**src/rtl/salu_pkg.sv**
```systemverilog
package salu_pkg;

  typedef enum logic [4:0] {
    OP_ADD_U  = 5'd0,  OP_ADD_S  = 5'd1,  OP_SUB_U  = 5'd2,  OP_SUB_S  = 5'd3,
    OP_ADDC   = 5'd4,  OP_MIN_S  = 5'd5,  OP_MAX_S  = 5'd6,  OP_MIN_U  = 5'd7,
    OP_MAX_U  = 5'd8,  OP_MUL    = 5'd9,  OP_SHL    = 5'd10, OP_SHR    = 5'd11,
    OP_SAR    = 5'd12, OP_AND32  = 5'd13, OP_OR32   = 5'd14, OP_XOR32  = 5'd15,
    OP_AND64  = 5'd16, OP_OR64   = 5'd17, OP_XOR64  = 5'd18, OP_ANDN64 = 5'd19,
    OP_ORN64  = 5'd20, OP_NAND64 = 5'd21, OP_NOR64  = 5'd22, OP_SEL32  = 5'd23,
    OP_SEL64  = 5'd24, OP_BFE    = 5'd25, OP_BFM    = 5'd26
  } sOp_e;

  typedef enum logic [3:0] {
    RES_ZERO, RES_ADD, RES_SUB, RES_ADDC, RES_MIN_S, RES_MAX_S, RES_MIN_U,
    RES_MAX_U, RES_MUL, RES_SHL, RES_SHR, RES_SAR, RES_BFE, RES_BFM,
    RES_LOGIC, RES_SEL
  } resSel_e;

  typedef enum logic [2:0] {
    SCC_KEEP, SCC_CARRY, SCC_BORROW, SCC_OVF_ADD, SCC_OVF_SUB,
    SCC_CARRY_ADDC, SCC_NONZERO
  } sccSrc_e;

  typedef enum logic [1:0] { LF_AND, LF_OR, LF_XOR } logicFn_e;

  typedef struct packed {
    resSel_e  resSel;
    sccSrc_e  sccSrc;
    logicFn_e logicFn;
    logic     invB;
    logic     invOut;
    logic     wide;
  } aluCtrl_t;

endpackage

```
**src/rtl/salu_ctrl.sv**
```systemverilog
module salu_ctrl
  import salu_pkg::*;
(
  input  logic [4:0] opCode,
  output aluCtrl_t   ctrl
);

  always_comb begin
    ctrl.resSel  = RES_ZERO;
    ctrl.sccSrc  = SCC_KEEP;
    ctrl.logicFn = LF_AND;
    ctrl.invB    = 1'b0;
    ctrl.invOut  = 1'b0;
    ctrl.wide    = 1'b0;
    case (opCode)
      OP_ADD_U:  begin ctrl.resSel = RES_ADD;  ctrl.sccSrc = SCC_CARRY;      end
      OP_ADD_S:  begin ctrl.resSel = RES_ADD;  ctrl.sccSrc = SCC_OVF_ADD;    end
      OP_SUB_U:  begin ctrl.resSel = RES_SUB;  ctrl.sccSrc = SCC_BORROW;     end
      OP_SUB_S:  begin ctrl.resSel = RES_SUB;  ctrl.sccSrc = SCC_OVF_SUB;    end
      OP_ADDC:   begin ctrl.resSel = RES_ADDC; ctrl.sccSrc = SCC_CARRY_ADDC; end
      OP_MIN_S:  ctrl.resSel = RES_MIN_S;
      OP_MAX_S:  ctrl.resSel = RES_MAX_S;
      OP_MIN_U:  ctrl.resSel = RES_MIN_U;
      OP_MAX_U:  ctrl.resSel = RES_MAX_U;
      OP_MUL:    ctrl.resSel = RES_MUL;
      OP_SHL:    begin ctrl.resSel = RES_SHL; ctrl.sccSrc = SCC_NONZERO; end
      OP_SHR:    begin ctrl.resSel = RES_SHR; ctrl.sccSrc = SCC_NONZERO; end
      OP_SAR:    begin ctrl.resSel = RES_SAR; ctrl.sccSrc = SCC_NONZERO; end
      OP_AND32:  begin ctrl.resSel = RES_LOGIC; ctrl.sccSrc = SCC_NONZERO; ctrl.logicFn = LF_AND; end
      OP_OR32:   begin ctrl.resSel = RES_LOGIC; ctrl.sccSrc = SCC_NONZERO; ctrl.logicFn = LF_OR;  end
      OP_XOR32:  begin ctrl.resSel = RES_LOGIC; ctrl.sccSrc = SCC_NONZERO; ctrl.logicFn = LF_XOR; end
      OP_AND64:  begin ctrl.resSel = RES_LOGIC; ctrl.sccSrc = SCC_NONZERO; ctrl.logicFn = LF_AND; ctrl.wide = 1'b1; end
      OP_OR64:   begin ctrl.resSel = RES_LOGIC; ctrl.sccSrc = SCC_NONZERO; ctrl.logicFn = LF_OR;  ctrl.wide = 1'b1; end
      OP_XOR64:  begin ctrl.resSel = RES_LOGIC; ctrl.sccSrc = SCC_NONZERO; ctrl.logicFn = LF_XOR; ctrl.wide = 1'b1; end
      OP_ANDN64: begin ctrl.resSel = RES_LOGIC; ctrl.sccSrc = SCC_NONZERO; ctrl.logicFn = LF_AND; ctrl.wide = 1'b1; ctrl.invB = 1'b1; end
      OP_ORN64:  begin ctrl.resSel = RES_LOGIC; ctrl.sccSrc = SCC_NONZERO; ctrl.logicFn = LF_OR;  ctrl.wide = 1'b1; ctrl.invB = 1'b1; end
      OP_NAND64: begin ctrl.resSel = RES_LOGIC; ctrl.sccSrc = SCC_NONZERO; ctrl.logicFn = LF_AND; ctrl.wide = 1'b1; ctrl.invOut = 1'b1; end
      OP_NOR64:  begin ctrl.resSel = RES_LOGIC; ctrl.sccSrc = SCC_NONZERO; ctrl.logicFn = LF_OR;  ctrl.wide = 1'b1; ctrl.invOut = 1'b1; end
      OP_SEL32:  ctrl.resSel = RES_SEL;
      OP_SEL64:  begin ctrl.resSel = RES_SEL; ctrl.wide = 1'b1; end
      OP_BFE:    begin ctrl.resSel = RES_BFE; ctrl.sccSrc = SCC_NONZERO; end
      OP_BFM:    ctrl.resSel = RES_BFM;
      default:   ctrl.resSel = RES_ZERO;
    endcase
  end

endmodule

```
**src/rtl/salu_dpath.sv**
```systemverilog
module salu_dpath
  import salu_pkg::*;
#(
  parameter int WORD = 32
) (
  input  logic              clk,
  input  logic              rst,
  input  logic              inValid,
  input  aluCtrl_t          ctrl,
  input  logic [2*WORD-1:0] src0,
  input  logic [2*WORD-1:0] src1,
  output logic [2*WORD-1:0] resQ,
  output logic              sccQ,
  output logic              vldQ
);

  localparam int DWORD     = 2 * WORD;
  localparam int SHW       = $clog2(WORD);
  localparam int WID_LSB   = 16;
  localparam int WID_BITS  = SHW + 2;
  localparam int MSB       = WORD - 1;

  logic [WORD-1:0] a, b;
  assign a = src0[WORD-1:0];
  assign b = src1[WORD-1:0];

  logic [WORD:0]     sumAB, sumC;
  logic [WORD-1:0]   diff, mulLo, shl, shr, sar, bfeRes, bfmRes, fieldMask;
  logic [SHW-1:0]    shAmt;
  logic [WID_BITS-1:0] fieldWid;
  logic [WORD-1:0]   one;
  logic [DWORD-1:0]  bOp, logicRes, selRes, nxtRes;
  logic              nxtScc;

  assign one    = {{(WORD-1){1'b0}}, 1'b1};
  assign sumAB  = {1'b0, a} + {1'b0, b};
  assign sumC   = {1'b0, sumAB[WORD-1:0]} + {{WORD{1'b0}}, sccQ};
  assign diff   = a - b;
  assign mulLo  = a * b;
  assign shAmt  = b[SHW-1:0];
  assign shl    = a << shAmt;
  assign shr    = a >> shAmt;
  assign sar    = WORD'($signed(a) >>> shAmt);

  assign fieldWid  = b[WID_LSB +: WID_BITS];
  assign fieldMask = (fieldWid >= WID_BITS'(WORD)) ? {WORD{1'b1}}
                   : ((one << fieldWid[SHW-1:0]) - one);
  assign bfeRes    = shr & fieldMask;
  assign bfmRes    = ((one << a[SHW-1:0]) - one) << shAmt;

  always_comb begin
    bOp = ctrl.invB ? ~src1 : src1;
    case (ctrl.logicFn)
      LF_OR:   logicRes = src0 | bOp;
      LF_XOR:  logicRes = src0 ^ bOp;
      default: logicRes = src0 & bOp;
    endcase
    if (ctrl.invOut) logicRes = ~logicRes;
    if (!ctrl.wide)  logicRes[DWORD-1:WORD] = '0;
    selRes = sccQ ? src0 : src1;
    if (!ctrl.wide)  selRes[DWORD-1:WORD] = '0;
  end

  always_comb begin
    nxtRes = '0;
    case (ctrl.resSel)
      RES_ADD:   nxtRes[WORD-1:0] = sumAB[WORD-1:0];
      RES_SUB:   nxtRes[WORD-1:0] = diff;
      RES_ADDC:  nxtRes[WORD-1:0] = sumC[WORD-1:0];
      RES_MIN_S: nxtRes[WORD-1:0] = ($signed(a) < $signed(b)) ? a : b;
      RES_MAX_S: nxtRes[WORD-1:0] = ($signed(a) < $signed(b)) ? b : a;
      RES_MIN_U: nxtRes[WORD-1:0] = (a < b) ? a : b;
      RES_MAX_U: nxtRes[WORD-1:0] = (a < b) ? b : a;
      RES_MUL:   nxtRes[WORD-1:0] = mulLo;
      RES_SHL:   nxtRes[WORD-1:0] = shl;
      RES_SHR:   nxtRes[WORD-1:0] = shr;
      RES_SAR:   nxtRes[WORD-1:0] = sar;
      RES_BFE:   nxtRes[WORD-1:0] = bfeRes;
      RES_BFM:   nxtRes[WORD-1:0] = bfmRes;
      RES_LOGIC: nxtRes = logicRes;
      RES_SEL:   nxtRes = selRes;
      default:   nxtRes = '0;
    endcase
  end

  always_comb begin
    case (ctrl.sccSrc)
      SCC_CARRY:      nxtScc = sumAB[WORD];
      SCC_BORROW:     nxtScc = (a < b);
      SCC_OVF_ADD:    nxtScc = (a[MSB] == b[MSB]) && (sumAB[MSB] != a[MSB]);
      SCC_OVF_SUB:    nxtScc = (a[MSB] != b[MSB]) && (diff[MSB] != a[MSB]);
      SCC_CARRY_ADDC: nxtScc = sumAB[WORD] | sumC[WORD];
      SCC_NONZERO:    nxtScc = |nxtRes;
      default:        nxtScc = sccQ;
    endcase
  end

  always_ff @(posedge clk) begin
    if (rst) begin
      resQ <= '0;
      sccQ <= 1'b0;
      vldQ <= 1'b0;
    end else begin
      vldQ <= inValid;
      if (inValid) begin
        resQ <= nxtRes;
        sccQ <= nxtScc;
      end
    end
  end

  AST_IDLE_HOLD: assert property (@(posedge clk) disable iff (rst)
    !inValid |=> $stable(resQ) && $stable(sccQ) && !vldQ);
  AST_VALID_FOLLOW: assert property (@(posedge clk) disable iff (rst)
    inValid |=> vldQ);
  AST_ADDC_SUM: assert property (@(posedge clk) disable iff (rst)
    (inValid && ctrl.resSel == RES_ADDC) |=>
      ({sccQ, resQ[WORD-1:0]} == ({1'b0, $past(a)} + {1'b0, $past(b)} + {{WORD{1'b0}}, $past(sccQ)})));
  AST_KEEP_FLAG: assert property (@(posedge clk) disable iff (rst)
    (inValid && ctrl.sccSrc == SCC_KEEP) |=> (sccQ == $past(sccQ)));
  AST_NARROW_UPPER: assert property (@(posedge clk) disable iff (rst)
    (inValid && !ctrl.wide) |=> (resQ[DWORD-1:WORD] == '0));
  AST_NONZERO_FLAG: assert property (@(posedge clk) disable iff (rst)
    (inValid && ctrl.sccSrc == SCC_NONZERO) |=> (sccQ == (resQ != '0)));
  AST_SEL_WIDE: assert property (@(posedge clk) disable iff (rst)
    (inValid && ctrl.resSel == RES_SEL && ctrl.wide) |=>
      (resQ == ($past(sccQ) ? $past(src0) : $past(src1))));

endmodule

```
**src/rtl/scalar_alu.sv**
```systemverilog
module scalar_alu
  import salu_pkg::*;
#(
  parameter int WORD = 32
) (
  input  logic              clk,
  input  logic              rst,
  input  logic              inValid,
  input  logic [4:0]        opCode,
  input  logic [2*WORD-1:0] src0,
  input  logic [2*WORD-1:0] src1,
  output logic [2*WORD-1:0] result,
  output logic              scc,
  output logic              outValid
);

  aluCtrl_t ctrl;

  salu_ctrl uCtrl (
    .opCode (opCode),
    .ctrl   (ctrl)
  );

  salu_dpath #(.WORD(WORD)) uDpath (
    .clk     (clk),
    .rst     (rst),
    .inValid (inValid),
    .ctrl    (ctrl),
    .src0    (src0),
    .src1    (src1),
    .resQ    (result),
    .sccQ    (scc),
    .vldQ    (outValid)
  );

endmodule

```
**config.mk**
```make
export PLATFORM = sky130hd
export DESIGN_NAME = scalar_alu
export DESIGN_NICKNAME = d
export VERILOG_FILES = /design/src/rtl/salu_pkg.sv /design/src/rtl/salu_ctrl.sv /design/src/rtl/salu_dpath.sv /design/src/rtl/scalar_alu.sv
export SDC_FILE = /design/constraint.sdc
export NUM_CORES = 2
export LEC_CHECK = 0
export ABC_CLOCK_PERIOD_IN_PS = 10300
export BUFFER_PORTS_ARGS = -buffer_cell sky130_fd_sc_hd__clkbuf_2
export CORE_ASPECT_RATIO = 0.75
export CORE_MARGIN = 5
export CORE_UTILIZATION = 50
export DETAILED_ROUTE_END_ITERATION = 8
export MAX_ROUTING_LAYER = met4
export PLACE_DENSITY = 0.74
export SLEW_MARGIN = 0
export SYNTH_ARGS = -nofsm -noshare
export SYNTH_HDL_FRONTEND = slang
export SYNTH_SLANG_ARGS = --single-unit
```
**constraint.sdc**
```tcl
create_clock -name clk -period 10.3 [get_ports clk]
set_input_delay 1.03 -clock clk [delete_from_list [all_inputs] [get_ports clk]]
set_output_delay 1.03 -clock clk [all_outputs]
set_load 0.01 [all_outputs]
```
# Word level (Yosys, flattened, before mapping)
# Cells that the tools add are included.
# W data, S select, Z words.
# word_totals
regBits	66
latch_bits	0
ram_bits	0
mem_bits_ro	0
output_inout_bits	66
mem_count	0
# classes
add_sub_neg	5
multipliers	1
div_mod_pow	0
order_cmp	3
eq_ne	53
shifts	6
n_mux	20
n_bitwise	7
n_reduce_logical	16
# op_table
op	n
$pmux W32 S15	1
$mux W32	7
$mux W64	3
$not A64 Y64	2
$pmux W64 S2	1
$and A64 B64 Y64	1
$lt A32 B32 Y1	2
$or A64 B64 Y64	1
$pmux W32 S2	1
$reduce_or A64 Y1	1
$shl A1 B5 Y32 const A	2
$shl A32 B5 Y32	2
$sub A32 B1 Y32 const B	2
$xor A64 B64 Y64	1
$pmux W4 S15	1
$eq A5 B5 Y1 const B	11
$eq A5 B4 Y1 const B	8
$add A32 B1 Y33	1
$add A32 B32 Y33	1
$and A32 B32 Y32	1
$eq A4 B4 Y1 const B	8
$mul A32 B32 Y32	1
$shr A32 B5 Y32	1
$sshr A32 B5 Y32	1
other kinds (29)	50

# Depth between registers and ports, before layout
# depth
depth_word	12
ltp_mapped	36

# Hierarchy
# Synthesis repeated with hierarchy kept, for this count alone.
# hier_totals
cells_unflattened	4820
hier_area_um2	36108.4
# modules_own_cells
mod	n_inst	cells_per_inst	area_per_inst_um2	seq_area_each_um2
salu_dpath	1	4761	35716.8	1321.3
salu_ctrl	1	59	391.6	0.0

# Least setup slack after synthesis
# OpenSTA, ideal clock, no wires.
# synth_timing
path_type	in2reg
startpoint	input src1[2]
endpoint	register uDpath.sccQ
setup_ns	0.134
arrival_ns	9.662
required_ns	10.166
slack_ns	0.503
path_stages	34
path_buffers	5
path_cell_list	inv_1 clkbuf_1 buf_1 buf_1 buf_1 clkbuf_1 nor2_1 fa_1 inv_1 fa_1 fa_1 fa_1 inv_1 fa_1 inv_1 fa_1 inv_1 fa_1 fa_1 ha_1 a21oi_1 o22a_1 a31oi_1 or3_1 a31oi_1 o311ai_0 a21o_1 a21oi_1 xnor2_1 nor2_1 a2111oi_0 o21ai_0 o41ai_2 a22oi_1
# synth_between
elab_chain_len	9
word_cells_on_any_way	32
classes_between	add/sub: 3; mul: 1; order compare: 2; eq/ne: 2; shift: 4; mux: 10; bitwise: 7; reduce/logical: 3
# synth_lines
item	line	text
from (decl)	scalar_alu.sv:11	input logic [2*WORD-1:0] src1,
branches (longest 8 deep; another with $mul A32 B32 Y32)	n/a	
$pmux W1 S6 (*)	salu_dpath.sv:87	case (ctrl.sccSrc)
to (signal assigned)	salu_dpath.sv:107	sccQ <= nxtScc;
to (decl)	salu_dpath.sv:13	output logic sccQ,
# Every way passes the cells marked *.
# A chain may end at the register's enable or synchronous reset.

# Worst setup path after layout
# layout_timing
startpoint	input src1[14]
endpoint	register uDpath.sccQ
# The elaborated chain is that of the path after synthesis.

==> reports/qor.csv <==
stage;metric;value;unit
cts;clock_latency;0.36;ns
place;dpl.hpwl;165;mm
cts;path_clk_slew;0.07;ns
global_route;antenna_found_initial;15;
place;place_area;39000;um2
critical_path;timing.rr.start;uDpath.sccQ;
layout;fin_nets;5851;
critical_path;critPathArrivalTime;9.73;ns
worst_hold_path;holdCritStartpoint;uDpath.resQ[60];
outcome;violations;design-rule violations;
timing;setup_violations;0;
critical_path;cp-end-kind;flop;
cts;cts_tree;done;
detailed_routing;drc_errors;3;
place;pre_cts_ws;0.643;ns
logic_synthesis;synth-edff-count;0;
power;p_per_area;446;nW/um2
cts;postCtsHoldBufs;0;
logic_synthesis;synth_area;36500;um2
critical_path;critPathMostFrequentCell;fa_1;
logic_synthesis;yosys_register_bits;66;
logic_synthesis;syn_inst;4922;
cts;clockBufferDepth;2;
cts;cts_setup_buffers;0;
floorplanning;floorplan.initialDensity;50.6;%
logic_synthesis;ys.flop_type;dfxtp_1;
timing;tns;0;ns
logic_synthesis;synth.top_cell.area_share;22.5;%
detailed_routing;viasPerCell;7.00;
detailed_routing;detail-route-antenna-nets;0;
layout;drive_gt1_share;11.0;%
global_route;grt_pass1_wl;291;mm
cts;cts_sinks;66;
detailed_routing;num_vias;41800;
layout;area_growth;7.97;%
global_route;overflow;0;
layout;fillCellCount;6916;
critical_path;crit_fanout;13;
place;place_congestion;1.16;
timing;finalCritPeriodShare;92.5;%
floorplanning;io_pins;202;
timing;layout_setup_ws;0.769;ns
logic_synthesis;synthArstFlopShare;0;%
critical_path;slowest_delay;0.63;ns
logic_synthesis;yosys-top-cells-area;fa_1, ha_1, inv_1;
place;portBuffers;201;
floorplanning;die_h;244;um
global_route;grt_max_degree;86;
critical_path;critPathKind;primary input to flop;
critical_path;crit_family;adder cells;
timing;post-route-min-period;9.53;ns
critical_path;critPathSlowestCell;inv_1;
flow_run;cap_violations;0;
timing;tightest_slew;1.29;ns
power;leakage;17.7;nW
timing;finalClockSkew;0.0114;ns
cts;cts.repair.resized;0;
floorplanning;core.rowCount;85;
logic_synthesis;synthesis.nets;5793;
logic_synthesis;ys_warn_count;0;
floorplanning;dieArea;78600;um2
global_route;grt_pass1_vias;38800;
critical_path;crit_path_start;src1[14];
detailed_routing;drt_first_pass_iters;9;
cts;cts-root-buf;clkbuf_16;
power;peakVddDrop;0.00104;V
logic_synthesis;yosysTopAreaCell;fa_1;
critical_path;worst_ep_required_time;10.50;ns
critical_path;cp.buffers_inverters;5;
timing;slew_violations;0;
floorplanning;core_area;72100;um2
detailed_routing;wl;208;mm
outcome;status;finished with violations;
floorplanning;fp.dieW;322;um
logic_synthesis;syn_area_per_cell;7.41;um2
detailed_routing;drt_iter0_drc;7217;
timing;hold_violations;0;
layout;final_area;39400;um2
timing;max-slew-margin-rel;13.5;%
timing;rsz0062_at_grt;no;
cts;cts_buffers;9;
cts;htreeDepth;3;
logic_synthesis;synth_cell_types;104;
worst_hold_path;hp-class;flop to flop;
detailed_routing;wl_per_cell;34.8;um
critical_path;cp-start-kind;primary input;
logic_synthesis;yosysSeqAreaShare;3.62;%
global_route;grt_use_total;52.4;%
timing;timing.fmax;105;MHz
==> cell usage in the layout (no fill, tap or decap), drive strengths merged, types with 66 or more instances in the layout <==
cell,Yosys,routed
a22oi,72,72
nor2,595,595
ha,325,325
mux2i,124,124
nor3,82,82
o21ai,241,241
nand3,90,90
a211oi,79,79
inv,616,616
clkbuf,245,208
buf,126,221
xor2,75,75
dfxtp,66,66
nand2,479,479
a21oi,231,231
xnor2,210,210
fa,410,410
==> power breakdown <==
part / internal [mW] / switching, mW
registers: 0.280 / 0.0230
logic: 6.26 / 10.7
clock network: 0.178 / 0.130
==> metrics by stage <==
step / power (mW) / utilization [%] / cells / hold WS [ns]
2_1_floorplan: 10.3 / - / 4922 / 0.494
5_1_grt: 18.6 / 54.6 / 5961 / 0.495
3_3_place_gp: 16.3 / 54.1 / 5926 / 0.460
6_report: 17.6 / 54.6 / 5974 / 0.479
3_5_place_dp: 16.6 / 54.1 / 5926 / 0.466
4_1_cts: 17.0 / 54.5 / 5942 / 0.477
==> cell usage after synthesis, types with 13 or more instances <==
library cell and instances:
a22oi_1 71, a21o_1 15, and3_1 19, nor2b_1 45, and2_1 17, nor4_1 37
xnor2_1 208, o31ai_1 26, dfxtp_1 66, o21a_1 16, fa_1 410, or3_1 14
a311oi_1 13, mux4_2 28, buf_1 80, nand4_1 31, clkinv_1 22, nand2_1 478
or2_2 13, mux2i_1 124, buf_2 45, o211ai_1 58, o2111ai_1 13, o221ai_1 25
a31oi_1 48, nor2_1 594, a21oi_1 229, nor3_1 79, o22ai_1 59, nand2b_1 61
o211a_1 13, o21ai_0 236, xor2_1 75, clkbuf_1 245, inv_1 611, ha_1 325
nand3_1 90, a211oi_1 78, a221oi_1 35, a221o_1 19
==> logic make-up after synthesis <==
| group | synth area share (%) |
|---|---|
| and+or+nand+nor | 19.3 |
| AOI/OAI and AO/OA | 20.6 |
| buffers and inverters | 10.6 |
| adders and majority gates | 33.6 |
| xor gates and xnor gates | 6.88 |
| muxes | 5.34 |
| DFF | 3.62 |
==> path summary, 6_finish.rpt <==
check,end,slack (ns),cells after the start
worst min register to register,uDpath.resQ[60],0.48,2
worst max register to register,uDpath.sccQ,5.45,12
worst max-delay path,uDpath.sccQ,0.77,29
worst min-delay path,uDpath.resQ[60],0.48,2
==> cell type report <==
class | instances | area (um2) | area share [%]
multi-input cells | 3847 | 31400 | 79.7
repair buffers | 418 | 2700 | 6.84
inverters | 638 | 2390 | 6.08
flip-flops and latches | 66 | 1330 | 3.36
well taps | 957 | 1200 | 3.04
clock buffers | 11 | 254 | 0.645
diodes | 32 | 80.1 | 0.203
clock inverters | 5 | 37.5 | 0.0953
==> layer usage <==
metal | track usage, % | wire (um) | up-vias
met4 | 23.3 | 13200 | 0
met1 | 70.0 | 80700 | 20500
li1 | - | - | 16800
met5 | - | 0 | -
met2 | 63.1 | 74500 | 3726
met3 | 29.0 | 39600 | 816
==> registers in the layout, indices dropped and copies added, names as in the netlist <==
signal,flops
uDpath.resQ,64
uDpath.sccQ,1
uDpath.vldQ,1
==> tightest hold or removal path: cells and delay by family (launching register included) <==
kind	cells	cell delay, ns
flops	1	0.31
simple gates	1	0.07
compound gates	1	0.06
Power figures use the tool's default switching activity.
